===== src/rtl/ptp_cls_pkg.sv =====
package ptp_cls_pkg;
  localparam int POSW = 6;
  localparam logic [15:0] ET_PTP    = 16'h88F7;
  localparam logic [15:0] ET_CTAG   = 16'h8100;
  localparam logic [15:0] ET_STAG   = 16'h88A8;
  localparam logic [15:0] ET_ISVC   = 16'h88E7;
  localparam logic [15:0] ET_IPV4   = 16'h0800;
  localparam logic [15:0] ET_IPV6   = 16'h86DD;
  localparam logic [15:0] ET_MPLS   = 16'h8847;
  localparam logic [15:0] PORT_EVT  = 16'd319;
  localparam logic [15:0] PORT_GEN  = 16'd320;
  localparam logic [7:0]  PROTO_UDP = 8'd17;
  localparam int MAC_BYTES  = 12;
  localparam int ISVC_BYTES = 16;
  localparam int IP6_BYTES  = 40;
  localparam int UDP_BYTES  = 8;

  typedef enum logic [3:0] {
    ST_MAC, ST_ETYPE, ST_TAG, ST_ISVC, ST_MPLS, ST_MPLS_SEL,
    ST_IP4, ST_IP6, ST_UDP, ST_PTP, ST_DONE, ST_DROP
  } walk_st_e;
endpackage


===== src/rtl/ptp_byte_tracker.sv =====
module ptp_byte_tracker #(
  parameter int OFFW = 10
) (
  input  logic            clk,
  input  logic            rst_n,
  input  logic            in_valid,
  input  logic            in_sof,
  input  logic [7:0]      in_data,
  output logic [OFFW-1:0] cur_idx,
  output logic [7:0]      prev_byte
);
  localparam logic [OFFW-1:0] IDX_MAX = '1;

  logic [OFFW-1:0] idx_q;

  assign cur_idx = in_sof ? '0 : idx_q;

  always_ff @(posedge clk) begin
    if (!rst_n) begin
      idx_q     <= IDX_MAX;
      prev_byte <= 8'h00;
    end else if (in_valid) begin
      prev_byte <= in_data;
      if (cur_idx != IDX_MAX) idx_q <= cur_idx + 1'b1;
    end
  end

  p_idx_restart_r13: assert property (@(posedge clk) disable iff (!rst_n)
    (in_valid && in_sof) |=> (idx_q == OFFW'(1)));
endmodule


===== src/rtl/ptp_layer_walker.sv =====
module ptp_layer_walker
  import ptp_cls_pkg::*;
(
  input  logic       clk,
  input  logic       rst_n,
  input  logic       in_valid,
  input  logic       in_sof,
  input  logic [7:0] in_data,
  input  logic [7:0] prev_byte,
  output logic       hdr_b0,
  output logic       hdr_b1,
  output logic       via_udp,
  output logic       udp_evt
);
  walk_st_e         st_q, eff_st, nxt_st;
  logic [POSW-1:0]  pos_q, eff_pos, nxt_pos;
  logic [3:0]       ihl_q, nxt_ihl;
  logic             bos_q, nxt_bos;
  logic             udp_q, nxt_udp, evt_q, nxt_evt;
  logic             b0, b1;
  logic [15:0]      word;

  assign word = {prev_byte, in_data};

  always_comb begin
    eff_st  = st_q;
    eff_pos = pos_q;
    nxt_udp = udp_q;
    nxt_evt = evt_q;
    if (in_sof) begin
      eff_st  = ST_MAC;
      eff_pos = '0;
      nxt_udp = 1'b0;
    end else if (st_q == ST_MPLS_SEL) begin
      eff_pos = '0;
      if (in_data[7:4] == 4'd4)      eff_st = ST_IP4;
      else if (in_data[7:4] == 4'd6) eff_st = ST_IP6;
      else                           eff_st = ST_DROP;
    end

    nxt_st  = eff_st;
    nxt_ihl = ihl_q;
    nxt_bos = bos_q;
    b0      = 1'b0;
    b1      = 1'b0;

    case (eff_st)
      ST_MAC: if (eff_pos == POSW'(MAC_BYTES - 1)) nxt_st = ST_ETYPE;
      ST_ETYPE: begin
        if (eff_pos == POSW'(1)) begin
          case (word)
            ET_PTP:           nxt_st = ST_PTP;
            ET_CTAG, ET_STAG: nxt_st = ST_TAG;
            ET_ISVC:          nxt_st = ST_ISVC;
            ET_IPV4:          nxt_st = ST_IP4;
            ET_IPV6:          nxt_st = ST_IP6;
            ET_MPLS:          nxt_st = ST_MPLS;
            default:          nxt_st = ST_DROP;
          endcase
        end
      end
      ST_TAG:  if (eff_pos == POSW'(1)) nxt_st = ST_ETYPE;
      ST_ISVC: if (eff_pos == POSW'(ISVC_BYTES - 1)) nxt_st = ST_ETYPE;
      ST_MPLS: begin
        if (eff_pos[1:0] == 2'd2) nxt_bos = in_data[0];
        if (eff_pos[1:0] == 2'd3 && bos_q) nxt_st = ST_MPLS_SEL;
      end
      ST_IP4: begin
        if (eff_pos == '0) begin
          if (in_data[7:4] != 4'd4 || in_data[3:0] < 4'd5) nxt_st = ST_DROP;
          nxt_ihl = in_data[3:0];
        end else if (eff_pos == POSW'(9)) begin
          if (in_data != PROTO_UDP) nxt_st = ST_DROP;
        end else if (eff_pos > POSW'(9) &&
                     eff_pos == ({ihl_q, 2'b00} - POSW'(1))) begin
          nxt_st = ST_UDP;
        end
      end
      ST_IP6: begin
        if (eff_pos == '0) begin
          if (in_data[7:4] != 4'd6) nxt_st = ST_DROP;
        end else if (eff_pos == POSW'(6)) begin
          if (in_data != PROTO_UDP) nxt_st = ST_DROP;
        end else if (eff_pos == POSW'(IP6_BYTES - 1)) begin
          nxt_st = ST_UDP;
        end
      end
      ST_UDP: begin
        if (eff_pos == POSW'(3)) begin
          if (word == PORT_EVT) begin
            nxt_udp = 1'b1;
            nxt_evt = 1'b1;
          end else if (word == PORT_GEN) begin
            nxt_udp = 1'b1;
            nxt_evt = 1'b0;
          end else begin
            nxt_st = ST_DROP;
          end
        end else if (eff_pos == POSW'(UDP_BYTES - 1)) begin
          nxt_st = ST_PTP;
        end
      end
      ST_PTP: begin
        if (eff_pos == '0) begin
          b0 = 1'b1;
        end else begin
          b1     = 1'b1;
          nxt_st = ST_DONE;
        end
      end
      default: nxt_st = eff_st;
    endcase

    nxt_pos = (nxt_st != eff_st) ? '0 : eff_pos + 1'b1;
  end

  always_ff @(posedge clk) begin
    if (!rst_n) begin
      st_q  <= ST_DROP;
      pos_q <= '0;
      ihl_q <= 4'd5;
      bos_q <= 1'b0;
      udp_q <= 1'b0;
      evt_q <= 1'b0;
    end else if (in_valid) begin
      st_q  <= nxt_st;
      pos_q <= nxt_pos;
      ihl_q <= nxt_ihl;
      bos_q <= nxt_bos;
      udp_q <= nxt_udp;
      evt_q <= nxt_evt;
    end
  end

  assign hdr_b0  = in_valid && b0;
  assign hdr_b1  = in_valid && b1;
  assign via_udp = udp_q;
  assign udp_evt = evt_q;

  p_gap_hold_r11: assert property (@(posedge clk) disable iff (!rst_n)
    !in_valid |=> ($stable(st_q) && $stable(pos_q)));
  p_sof_restart_r13: assert property (@(posedge clk) disable iff (!rst_n)
    (in_valid && in_sof) |=> (st_q == ST_MAC && pos_q == POSW'(1)));
endmodule


===== src/rtl/ptp_result_hold.sv =====
module ptp_result_hold #(
  parameter int OFFW = 10
) (
  input  logic            clk,
  input  logic            rst_n,
  input  logic            in_valid,
  input  logic            in_sof,
  input  logic [3:0]      in_nib,
  input  logic [OFFW-1:0] cur_idx,
  input  logic            hdr_b0,
  input  logic            hdr_b1,
  input  logic            via_udp,
  input  logic            udp_evt,
  output logic            o_strobe,
  output logic            o_hit,
  output logic            o_event,
  output logic [3:0]      o_msg_type,
  output logic [3:0]      o_version,
  output logic [OFFW-1:0] o_hdr_ofs
);
  logic [OFFW-1:0] ofs_cap;
  logic [3:0]      mt_cap;
  logic            ver_ok;

  assign ver_ok = (in_nib == 4'd1) || (in_nib == 4'd2);

  always_ff @(posedge clk) begin
    if (!rst_n) begin
      ofs_cap    <= '0;
      mt_cap     <= '0;
      o_strobe   <= 1'b0;
      o_hit      <= 1'b0;
      o_event    <= 1'b0;
      o_msg_type <= '0;
      o_version  <= '0;
      o_hdr_ofs  <= '0;
    end else begin
      o_strobe <= 1'b0;
      if (in_valid && in_sof) o_hit <= 1'b0;
      if (hdr_b0) begin
        ofs_cap <= cur_idx;
        mt_cap  <= in_nib;
      end
      if (hdr_b1 && ver_ok) begin
        o_strobe   <= 1'b1;
        o_hit      <= 1'b1;
        o_msg_type <= mt_cap;
        o_version  <= in_nib;
        o_hdr_ofs  <= ofs_cap;
        o_event    <= via_udp ? udp_evt : !mt_cap[3];
      end
    end
  end

  p_strobe_hit_r10: assert property (@(posedge clk) disable iff (!rst_n)
    o_strobe |-> o_hit);
  p_rise_strobe_r10: assert property (@(posedge clk) disable iff (!rst_n)
    $rose(o_hit) |-> o_strobe);
  p_hold_r10: assert property (@(posedge clk) disable iff (!rst_n)
    (o_hit && !o_strobe) |-> ($stable(o_hdr_ofs) && $stable(o_msg_type) && $stable(o_version)));
  p_ver_ok_r9: assert property (@(posedge clk) disable iff (!rst_n)
    o_hit |-> (o_version == 4'd1 || o_version == 4'd2));
  p_ofs_min_r2: assert property (@(posedge clk) disable iff (!rst_n)
    o_hit |-> (o_hdr_ofs >= OFFW'(14)));
endmodule


===== src/rtl/ptp_event_classifier.sv =====
module ptp_event_classifier #(
  parameter int OFFW = 10
) (
  input  logic            clk,
  input  logic            rst_n,
  input  logic            in_valid,
  input  logic            in_sof,
  input  logic [7:0]      in_data,
  output logic            o_strobe,
  output logic            o_hit,
  output logic            o_event,
  output logic [3:0]      o_msg_type,
  output logic [3:0]      o_version,
  output logic [OFFW-1:0] o_hdr_ofs
);
  logic [OFFW-1:0] cur_idx;
  logic [7:0]      prev_byte;
  logic            hdr_b0, hdr_b1, via_udp, udp_evt;

  ptp_byte_tracker #(.OFFW(OFFW)) u_track (
    .clk(clk), .rst_n(rst_n), .in_valid(in_valid), .in_sof(in_sof),
    .in_data(in_data), .cur_idx(cur_idx), .prev_byte(prev_byte)
  );

  ptp_layer_walker u_walk (
    .clk(clk), .rst_n(rst_n), .in_valid(in_valid), .in_sof(in_sof),
    .in_data(in_data), .prev_byte(prev_byte), .hdr_b0(hdr_b0),
    .hdr_b1(hdr_b1), .via_udp(via_udp), .udp_evt(udp_evt)
  );

  ptp_result_hold #(.OFFW(OFFW)) u_res (
    .clk(clk), .rst_n(rst_n), .in_valid(in_valid), .in_sof(in_sof),
    .in_nib(in_data[3:0]), .cur_idx(cur_idx), .hdr_b0(hdr_b0),
    .hdr_b1(hdr_b1), .via_udp(via_udp), .udp_evt(udp_evt),
    .o_strobe(o_strobe), .o_hit(o_hit), .o_event(o_event),
    .o_msg_type(o_msg_type), .o_version(o_version), .o_hdr_ofs(o_hdr_ofs)
  );
endmodule


===== config.mk =====
export PLATFORM = sky130hd
export DESIGN_NAME = ptp_event_classifier
export DESIGN_NICKNAME = d
export VERILOG_FILES = /design/src/rtl/ptp_cls_pkg.sv /design/src/rtl/ptp_byte_tracker.sv /design/src/rtl/ptp_layer_walker.sv /design/src/rtl/ptp_result_hold.sv /design/src/rtl/ptp_event_classifier.sv
export SDC_FILE = /design/constraint.sdc
export NUM_CORES = 1
export LEC_CHECK = 0
export BUFFER_PORTS_ARGS = -buffer_cell sky130_fd_sc_hd__buf_4
export CORE_ASPECT_RATIO = 1.4
export CORE_MARGIN = 3
export CORE_UTILIZATION = 60
export CTS_CLUSTER_SIZE = 14
export DETAILED_ROUTE_END_ITERATION = 8
export PLACE_DENSITY = 0.76
export SETUP_SLACK_MARGIN = 0.02
export SYNTH_ARGS = -nofsm -noshare
export SYNTH_HDL_FRONTEND = slang
export SYNTH_SLANG_ARGS = --single-unit

===== constraint.sdc =====
create_clock -name clk -period 6.68 [get_ports clk]
set_clock_uncertainty 0.2 [all_clocks]
set_input_delay 1.002 -clock clk [delete_from_list [all_inputs] [get_ports clk]]
set_output_delay 1.002 -clock clk [all_outputs]
set_load 0.01 [all_outputs]

==> metrics <==
status finished, final reports clean; Initial DRC Count about 260; Vias per Instance 6.30; Max Freq ~210 MHz; vias in the first global route around 3700; final hold vios 0; Site Rows 35; Total Wirelength 10700 um; warning count from the yosys run 0; met3 wire length 471 um; Sw Share 0.300; nature of the critical path startpoint register; met2 wire length roughly 5600 um; combinational cell fraction of total power 0.128; instance count of the mapped netlist around 490; commonest cells after routing, fill and taps aside dfxtp_1 (70), nand2_1 (50), nor2b_1 (47); Synth cell types 64; hpwl dp ~7600 um; ANT cells 0; net switching power between 0.2 and 0.3 mW; antenna violations before repair 0; Final Max Slew Viols 0; routed len/inst 17.9 um; Syn Area/Cell ~8.4 um^2; Congestion Overflow GR 0; Clock Sinks 70; WP data arrival around 4.8 ns; Max-Cap Viols 0; Clock Power Share 0.361; total iterations of the first detailed-routing run 5; CTS tree yes; CTS Buf Count 9; Post-synth EDFFs 0; Residual DRC 0; Fillers 543; Worst Tran Pin Value 0.914 ns; Post-CTS Setup Bufs 0; wire length of the first global-routing pass 17600 um; Core Area 6610 um^2; PD cells ~190 nW/um^2; Max Root-Sink Buffers 2; starting density of the core 0.623; die height 104 um; area of the multi-input gates around 2500 um^2; FFs w/ async S/R, synth 0; GRT Overall Usage 0.272; Worst Path Required around 6.8 ns; antenna viol nets, final 0; DIE WIDTH approximately 76 um; crit path time final approximately 4.7 ns; Int Pwr 0.613 mW; Crit Path Max Fanout 18; FF+latch area 1400 um^2; IO Port Bufs 32; Overall Power ~0.88 mW; wire length on met1 slightly above 4000 um; Root Driver clkbuf_8; htree depth 3; Hold WC Path Type reg -> reg; worst setup margin 1.99 ns; GP Congestion 1.02; die area 7910 um^2; clk_lat worst skew about 0.35 ns; Worst R2R Path Depth 13; Slew headroom 0.383; Setup Slack @ Placement between 1.5 and 2 ns; crit share post-route 0.702; sequential group share of total power 0.511; Syn-to-layout area delta 9.90%; Top-Level Pins 33; Sum Neg Setup Slack 0 ns; post_cts resized 0; share of layout cells above drive strength 1 0.123; Seq/Total Area, Yosys 0.340; placed cells ~580; Worst-path clk slew roughly 0.09 ns; RSZ-0062 raised after global routing no; maximum vdd drop about 0.18 mV; Seq cells post-synth 70; Setup crit end kind register; commonest non-fill, non-tap cell in the layout dfxtp_1; Vias 3748; Crit Path Class reg -> reg; Final Non-Filler Cells between 500 and 600; hold path cells 2; P_leak ~1.8 nW; Final Net Count 516; pin count of the biggest net entering global routing 73; top routing layer used met4; Mapped Area 4120 um^2; ys flop type dfxtp_1; syn nets roughly 510; hold buffers post-CTS 0; Setup violations, final 0
-- through the flow --
step	cell area [um^2]	hold WS, ns	util
finish	4530	0.275	0.685
global route	4530	0.309	0.685
CTS	4530	0.276	0.685
detailed placement	4350	0.264	0.658
global placement	4350	0.258	0.658
floorplan	4120	0.243	-
-- state kept, by name (all words and copies together) (netlist names) --
register           cells
u_res.o_strobe         1
u_res.o_hit            1
u_track.idx_q         10
u_res.ofs_cap         10
u_walk.pos_q           6
u_res.o_event          1
u_res.o_hdr_ofs       10
u_res.o_msg_type       4
u_walk.via_udp         1
u_walk.bos_q           1
u_walk.ihl_q           4
u_walk.st_q            4
u_track.prev_byte      8
u_res.mt_cap           4
u_walk.udp_evt         1
u_res.o_version        4
-- final cells by class --
type | count | area share
inverter | 10 | 0.00829
sequential | 70 | 0.310
clock inverter | 7 | 0.0122
timing repair buffer | 33 | 0.0547
clock buffer | 9 | 0.0274
multi-input combinational | 374 | 0.562
tap | 92 | 0.0254
-- path summary, 6_finish.rpt --
path / from / slack, ns / endpoint
max: u_walk.st_q[3]$_SDFFE_PN1P_ / 1.99 / u_walk.pos_q[4]$_SDFFE_PN0P_
min: u_res.mt_cap[0]$_SDFFE_PN0P_ / 0.27 / u_res.mt_cap[0]$_SDFFE_PN0P_
max reg2reg: u_walk.st_q[3]$_SDFFE_PN1P_ / 1.99 / u_walk.pos_q[4]$_SDFFE_PN0P_
min reg2reg: u_res.mt_cap[0]$_SDFFE_PN0P_ / 0.27 / u_res.mt_cap[0]$_SDFFE_PN0P_
-- kinds of logic (layout without fill, tap and decap cells) --
family	Yosys count	after routing	share of synthesized area
muxes	32	32	0.0781
and+or+nand+nor	229	229	0.329
DFF	70	70	0.340
buffers and inverters	44	59	0.0428
xor gates and xnor gates	6	6	0.0164
adders and majority gates	6	6	0.0182
AOI/OAI and AO/OA	101	101	0.176
-- layer usage --
metal  up-vias  track usage
met5         -            0
met4         0        0.167
met3        38       0.0494
met2       116        0.480
met1      1778        0.300
li1       1816            -
-- synthesized netlist by cell type, types with 3 or more instances --
library cell,n,share of area
o211a_1,3,0.0073
a32oi_1,4,0.0085
clkbuf_1,28,0.026
a21boi_0,8,0.015
xor2_1,3,0.0064
nand4_1,6,0.0091
mux2i_1,31,0.075
a211o_1,4,0.0085
inv_1,9,0.0082
or3_1,4,0.0061
o21a_1,4,0.0073
nor4_1,8,0.012
ha_1,6,0.018
a41oi_1,3,0.0064
nand2_1,50,0.046
nor4b_1,6,0.013
nor2_1,21,0.019
or3b_2,3,0.0064
o21ai_0,17,0.021
o311ai_0,5,0.011
and3_1,15,0.023
a31oi_1,6,0.0091
nor2b_1,47,0.071
a211oi_1,3,0.0055
buf_2,3,0.0036
and2_1,8,0.012
nor4bb_1,4,0.0097
dfxtp_1,70,0.34
o211ai_1,6,0.011
nor3_1,15,0.018
a21oi_1,20,0.024
nand3_1,17,0.021
o31ai_1,3,0.0055
and3b_1,3,0.0064
and4_1,6,0.013
-- critical path, stage by stage, from the launching register on --
cell	delay, ns
dfxtp_1	0.70
and4bb_2	0.37
nor2_1	0.36
nand2_1	0.19
inv_1	0.11
ha_1	0.31
nand2_1	0.14
nor4b_1	0.41
a21oi_1	0.17
or4bb_1	0.53
a2111o_1	0.36
a221oi_4	0.44
a41oi_1	0.18
mux2i_1	0.15
-- power groups by stage --
stage                     logic (mW)  registers [mW]  clock network [mW]
final                          0.112           0.448               0.316
after global routing           0.124           0.450               0.337
after CTS                      0.111           0.447               0.321
after detailed placement       0.111           0.456                   0
after global placement         0.109           0.456                   0
after floorplan               0.0905           0.448                   0
Power figures use the tool's default switching activity.
